`config.mk`:
```
export PLATFORM = sky130hd
export DESIGN_NAME = irq_cause_ctl
export DESIGN_NICKNAME = d
export VERILOG_FILES = /design/src/rtl/irq_cause_pkg.sv /design/src/rtl/irq_reg_decode.sv /design/src/rtl/irq_cause_reg.sv /design/src/rtl/irq_mask_reg.sv /design/src/rtl/irq_cause_ctl.sv
export SDC_FILE = /design/constraint.sdc
export NUM_CORES = 1
export LEC_CHECK = 0
export ABC_AREA = 0
export CAP_MARGIN = 0
export CORE_MARGIN = 2
export CORE_UTILIZATION = 46
export CTS_BUF_LIST = sky130_fd_sc_hd__clkbuf_8
export CTS_CLUSTER_DIAMETER = 40
export DETAILED_ROUTE_END_ITERATION = 16
export PLACE_DENSITY = 0.81
export SLEW_MARGIN = 15
export SYNTH_ARGS = -nofsm -noshare
export SYNTH_HDL_FRONTEND = slang
export SYNTH_SLANG_ARGS = --single-unit
export TNS_END_PERCENT = 10
```
`constraint.sdc`:
```
create_clock -name clk -period 2.7 [get_ports clk]
set_input_delay 0.405 -clock clk [delete_from_list [all_inputs] [get_ports clk]]
set_output_delay 0.405 -clock clk [all_outputs]
set_load 0.1 [all_outputs]
```
`src/rtl/irq_cause_pkg.sv`:
```
package irq_cause_pkg;
  localparam int WORD_W = 32;

  // register byte offsets
  localparam int OFS_CAUSE_RD  = 'hC0;
  localparam int OFS_CAUSE_SET = 'hC8;
  localparam int OFS_MASK_SET  = 'hD0;
  localparam int OFS_MASK_CLR  = 'hD8;

  // cause bit positions
  localparam int CB_TX_WB    = 0;
  localparam int CB_TX_EMPTY = 1;
  localparam int CB_LINK     = 2;
  localparam int CB_RX_OVR   = 6;
  localparam int CB_RX_TMR   = 7;
  localparam int CB_MGMT     = 9;

  typedef logic [WORD_W-1:0] word_t;
endpackage

```
`src/rtl/irq_reg_decode.sv`:
```
module irq_reg_decode
  import irq_cause_pkg::*;
#(
  parameter int ADDR_W = 12
) (
  input  logic              reg_wr,
  input  logic              reg_rd,
  input  logic [ADDR_W-1:0] reg_addr,
  output logic              rd_cause,
  output logic              rd_mask,
  output logic              wr_cause_set,
  output logic              wr_mask_set,
  output logic              wr_mask_clr
);
  localparam logic [ADDR_W-1:0] A_CRD = ADDR_W'(OFS_CAUSE_RD);
  localparam logic [ADDR_W-1:0] A_CST = ADDR_W'(OFS_CAUSE_SET);
  localparam logic [ADDR_W-1:0] A_MST = ADDR_W'(OFS_MASK_SET);
  localparam logic [ADDR_W-1:0] A_MCL = ADDR_W'(OFS_MASK_CLR);

  always_comb begin
    rd_cause     = reg_rd && (reg_addr == A_CRD);
    rd_mask      = reg_rd && (reg_addr == A_MST);
    wr_cause_set = reg_wr && (reg_addr == A_CST);
    wr_mask_set  = reg_wr && (reg_addr == A_MST);
    wr_mask_clr  = reg_wr && (reg_addr == A_MCL);
  end
endmodule

```
`src/rtl/irq_cause_reg.sv`:
```
module irq_cause_reg
  import irq_cause_pkg::*;
#(
  parameter int RXCNT_W = 8
) (
  input  logic               clk,
  input  logic               rst_n,
  input  logic               clr_rd,
  input  logic               set_wr,
  input  word_t              wdata,
  input  word_t              hw_event,
  input  logic               rx_done,
  output word_t              cause_q,
  output word_t              cause_d,
  output logic [RXCNT_W-1:0] rxcnt_q
);
  localparam logic [RXCNT_W-1:0] CNT_MAX = '1;

  logic [RXCNT_W-1:0] rxcnt_d;
  logic               rearm;
  logic               cause_en;
  logic               cnt_en;

  always_comb begin
    rearm   = clr_rd && (rxcnt_q != '0);
    cause_d = clr_rd ? '0 : cause_q;
    if (rearm)   cause_d[CB_RX_TMR] = 1'b1;
    if (set_wr)  cause_d = cause_d | wdata;
    cause_d = cause_d | hw_event;
    if (rx_done) cause_d[CB_RX_TMR] = 1'b1;
    cause_en = clr_rd || set_wr || rx_done || (|hw_event);

    rxcnt_d = rxcnt_q;
    cnt_en  = 1'b0;
    if (rx_done && !rearm) begin
      if (rxcnt_q != CNT_MAX) begin
        rxcnt_d = rxcnt_q + 1'b1;
        cnt_en  = 1'b1;
      end
    end else if (!rx_done && rearm) begin
      rxcnt_d = rxcnt_q - 1'b1;
      cnt_en  = 1'b1;
    end
  end

  always_ff @(posedge clk or negedge rst_n) begin
    if (!rst_n) begin
      cause_q <= '0;
    end else if (cause_en) begin
      cause_q <= cause_d;
    end
  end

  always_ff @(posedge clk or negedge rst_n) begin
    if (!rst_n) begin
      rxcnt_q <= '0;
    end else if (cnt_en) begin
      rxcnt_q <= rxcnt_d;
    end
  end
endmodule

```
`src/rtl/irq_mask_reg.sv`:
```
module irq_mask_reg
  import irq_cause_pkg::*;
(
  input  logic  clk,
  input  logic  rst_n,
  input  logic  set_wr,
  input  logic  clr_wr,
  input  word_t wdata,
  output word_t mask_q,
  output word_t mask_d
);
  logic mask_en;

  always_comb begin
    mask_d  = mask_q;
    if (set_wr) mask_d = mask_d | wdata;
    if (clr_wr) mask_d = mask_d & ~wdata;
    mask_en = set_wr || clr_wr;
  end

  always_ff @(posedge clk or negedge rst_n) begin
    if (!rst_n) begin
      mask_q <= '0;
    end else if (mask_en) begin
      mask_q <= mask_d;
    end
  end
endmodule

```
`src/rtl/irq_cause_ctl.sv`:
```
module irq_cause_ctl
  import irq_cause_pkg::*;
#(
  parameter int ADDR_W  = 12,
  parameter int RXCNT_W = 8
) (
  input  logic              clk,
  input  logic              rst_n,
  input  logic              reg_wr,
  input  logic              reg_rd,
  input  logic [ADDR_W-1:0] reg_addr,
  input  logic [31:0]       reg_wdata,
  output logic [31:0]       reg_rdata,
  input  logic [31:0]       hw_event,
  input  logic              rx_done,
  output logic              irq
);
  logic rd_cause, rd_mask, wr_cause_set, wr_mask_set, wr_mask_clr;
  word_t cause_q, cause_d, mask_q, mask_d;
  logic [RXCNT_W-1:0] rxcnt_q;
  logic irq_d;

  irq_reg_decode #(.ADDR_W(ADDR_W)) u_dec (
    .reg_wr       (reg_wr),
    .reg_rd       (reg_rd),
    .reg_addr     (reg_addr),
    .rd_cause     (rd_cause),
    .rd_mask      (rd_mask),
    .wr_cause_set (wr_cause_set),
    .wr_mask_set  (wr_mask_set),
    .wr_mask_clr  (wr_mask_clr)
  );

  irq_cause_reg #(.RXCNT_W(RXCNT_W)) u_cause (
    .clk      (clk),
    .rst_n    (rst_n),
    .clr_rd   (rd_cause),
    .set_wr   (wr_cause_set),
    .wdata    (reg_wdata),
    .hw_event (hw_event),
    .rx_done  (rx_done),
    .cause_q  (cause_q),
    .cause_d  (cause_d),
    .rxcnt_q  (rxcnt_q)
  );

  irq_mask_reg u_mask (
    .clk    (clk),
    .rst_n  (rst_n),
    .set_wr (wr_mask_set),
    .clr_wr (wr_mask_clr),
    .wdata  (reg_wdata),
    .mask_q (mask_q),
    .mask_d (mask_d)
  );

  always_comb begin
    if (rd_cause)      reg_rdata = cause_q;
    else if (rd_mask)  reg_rdata = mask_q;
    else               reg_rdata = '0;
    irq_d = |(cause_d & mask_d);
  end

  always_ff @(posedge clk or negedge rst_n) begin
    if (!rst_n) begin
      irq <= 1'b0;
    end else begin
      irq <= irq_d;
    end
  end
endmodule

```
==> flow_summary.ini <==
[status]
outcome = completed

[placed_design]
place_inst = 649
post-dp-hpwl_um = 9110
placement.io_buffers = 113
gp_congestion = 0.948

[die]
rows = 35
die_h_um = 101
core_um2 = 9200
die_w_um = 101
pin_count = 114
initial_core_util_pct = 47.0
die_area_um2 = 10200

[min_path]
min_path_type = input pin to async pin

[cells_and_area]
utilization_pct = 73.7
instances_no_fill = 679
drive_gt1_share_pct = 34.7
area_growth_syn_to_layout_pct = 56.6
final_common_cell = dfrtp_1
multiInputGateArea_um2 = 2430
nFillCells = 612
final_cell_mix = dfrtp_1 (72), clkdlybuf4s50_1 (66), buf_4 (65), buf_12 (38), nand3_1 (32)
register_area_um2 = 1830
nNetsFinal = 651
antenna_cells = 0

[critical_path]
cp_slowest_cell = or4_4
required_ps = 2920
end_kind = flop
cp.arrival_ps = 2860
critical_path_buf_inv_count = 2
max_stage_delay_ps = 590
rrSetupSlack_ps = 70
reg2reg_depth = 11
startpoint = reg_addr[2]
crit_top_cell = nand4_1
critical_path_class = input pin to flop
path_max_fanout = 18
timing.rr.start = u_cause.rxcnt_q[6]$_DFFE_PN0P_
reg2reg_to = u_cause.rxcnt_q[7]$_DFFE_PN0P_
start_kind = input pin
cp_top_family = simple AND/OR/NAND/NOR gates
crit_chain = dlygate4sd2_1 -> or4_4 -> buf_12 -> nor4_1 -> mux2_2 -> a22oi_1 -> nand4_1 -> nor2_1 -> nand4_1

[clocking]
cts_buffers = 9
cts-root-buf = clkbuf_8
clkTransAtPathRegs_ps = 80
numClockSinks = 73
clk_latency_ps = 360
cts_tree = built
clockBufferDepth = 2
htreeDepth = 3

[logic_synthesis]
synthMuxAreaShare_pct = 7.75
synth_compound_area_share_pct = 19.0
synth_xor_area_share_pct = 1.42
synth-seq-cells = 73
syn-cell-area_um2 = 4330
seq_area_frac_synth_pct = 42.2
async_reset_ff_share_pct = 100
synthAdderAreaFrac_pct = 2.20
netlist-cell-type-count = 48
synth_flop_cell = dfrtp_1
synth-edff-count = 0
post_synth_and_or_nand_nor_area_fraction_pct = 21.3
synth.avg_cell_area_um2 = 10.7
yosys_warnings = 0
synth_top_family_by_area = simple AND/OR/NAND/NOR gates
synth.net_count = 494
netlist_instances = 406

[routing]
drt_first_pass_iters = 5
drc_errors = 0
wl_um = 14000
vias_per_cell = 6.40
ant_nets = 0
routedWlPerCell_um = 20.6
drtIter0Drc = 289
vias = 4345

[sta]
fmax_ghz = 0.379
drv_slew = 0
setup_violations = 0
fin_worst_skew_ps = 17.2
finalCritPeriodShare_pct = 97.8
worst_pin_slew_ps = 797
hold_violations = 0
max-slew-margin-rel_pct = 46.8
rsz0062_at_grt = yes
min_period_ps = 2640

[grt]
grt_start_max_net_pins = 55
track_usage_pct = 28.5
grt_pass1_vias = 4503
overflow = 0
grt_pass1_wl_um = 22700
antenna_found_initial = 0

[power_and_ir_drop]
p_leak_nw = 2.73
p_per_area_nw_per_um2 = 480
ir_worst_vdd_uv = 331
power_w = 0.00325

[run]
max-cap-violations = 0
## layer usage
| layer | vias up | track usage [%] | share of wire [%] |
|---|---|---|---|
| met3 | 45 | 5.41 | 7.6 |
| li1 | 1924 | - | - |
| met5 | - | 0 | 0 |
| met2 | 239 | 48.5 | 50 |
| met4 | 0 | 12.7 | 3.3 |
| met1 | 2137 | 35.3 | 39 |
## cell type report
type,count,share of cell area (%)
Clock inverter,6,1.33
Inverter,11,0.609
Tap cell,111,2.05
Multi-Input combinational cell,279,35.8
Sequential cell,73,27.0
Timing Repair Buffer,189,31.2
Clock buffer,10,2.03
## stage by stage
stage          worst slack [ps]  TNS (ps)  area [um^2]  hold slack (ps)
3_3_place_gp               -492     -6960         6260              492
2_1_floorplan              -258     -7570         4340              109
6_report                   59.2         0         6780              125
5_1_grt                   -82.4      -118         6780              187
4_1_cts                   -23.2      -105         6730              147
3_5_place_dp               -630     -8780         6260              503
## synthesized netlist by cell type, drive strengths merged (7+ instances only)
cell     n  share of area, %
dfrtp   73                42
nor4    45               8.4
a22o    33               6.7
nand3   32               3.7
mux2    25               6.6
clkbuf  23               2.0
a211o   22               4.5
buf     20               3.2
nand4b  20               4.0
nand2   12               1.0
inv     11              0.95
a22oi   10               1.7
o21ai   10               1.2
a221o    7               1.6
nor2     7              0.61
## worst max-delay path by stage
stage,endpoint,slack (ps),cells after the start
2_1_floorplan,reg_rdata[12],-260,7
3_3_place_gp,irq$_DFF_PN0_,-490,9
3_5_place_dp,u_cause.rxcnt_q[7]$_DFFE_PN0P_,-630,13
4_1_cts,reg_rdata[7],-20,9
5_1_grt,u_cause.rxcnt_q[7]$_DFFE_PN0P_,-80,11
6_report,irq$_DFF_PN0_,60,9
## timing repair
item	4_1_cts	5_1_grt
pin swaps	17	15
hold buffers	0	0
resized for setup	37	23
gates cloned	5	0
endpoints found under the setup margin	37	36
setup buffers	9	2
## kinds of logic after synthesis
group / Yosys count
xor gates and xnor gates: 7
muxes: 30
DFF: 73
AOI/OAI and AO/OA: 101
adders and majority gates: 7
buffers and inverters: 54
and+or+nand+nor: 134
## flip-flops by register name (all words and copies together) (netlist names)
| signal | cells |
|---|---|
| u_cause.rxcnt_q | 8 |
| irq | 1 |
| u_mask.mask_q | 32 |
| u_cause.cause_q | 32 |
## report_power, final
group / switching [W] / internal (W)
clock network: 0.000422 / 0.000548
registers: 0.0000696 / 0.00116
logic: 0.000469 / 0.000582
Power figures use the tool's default switching activity.
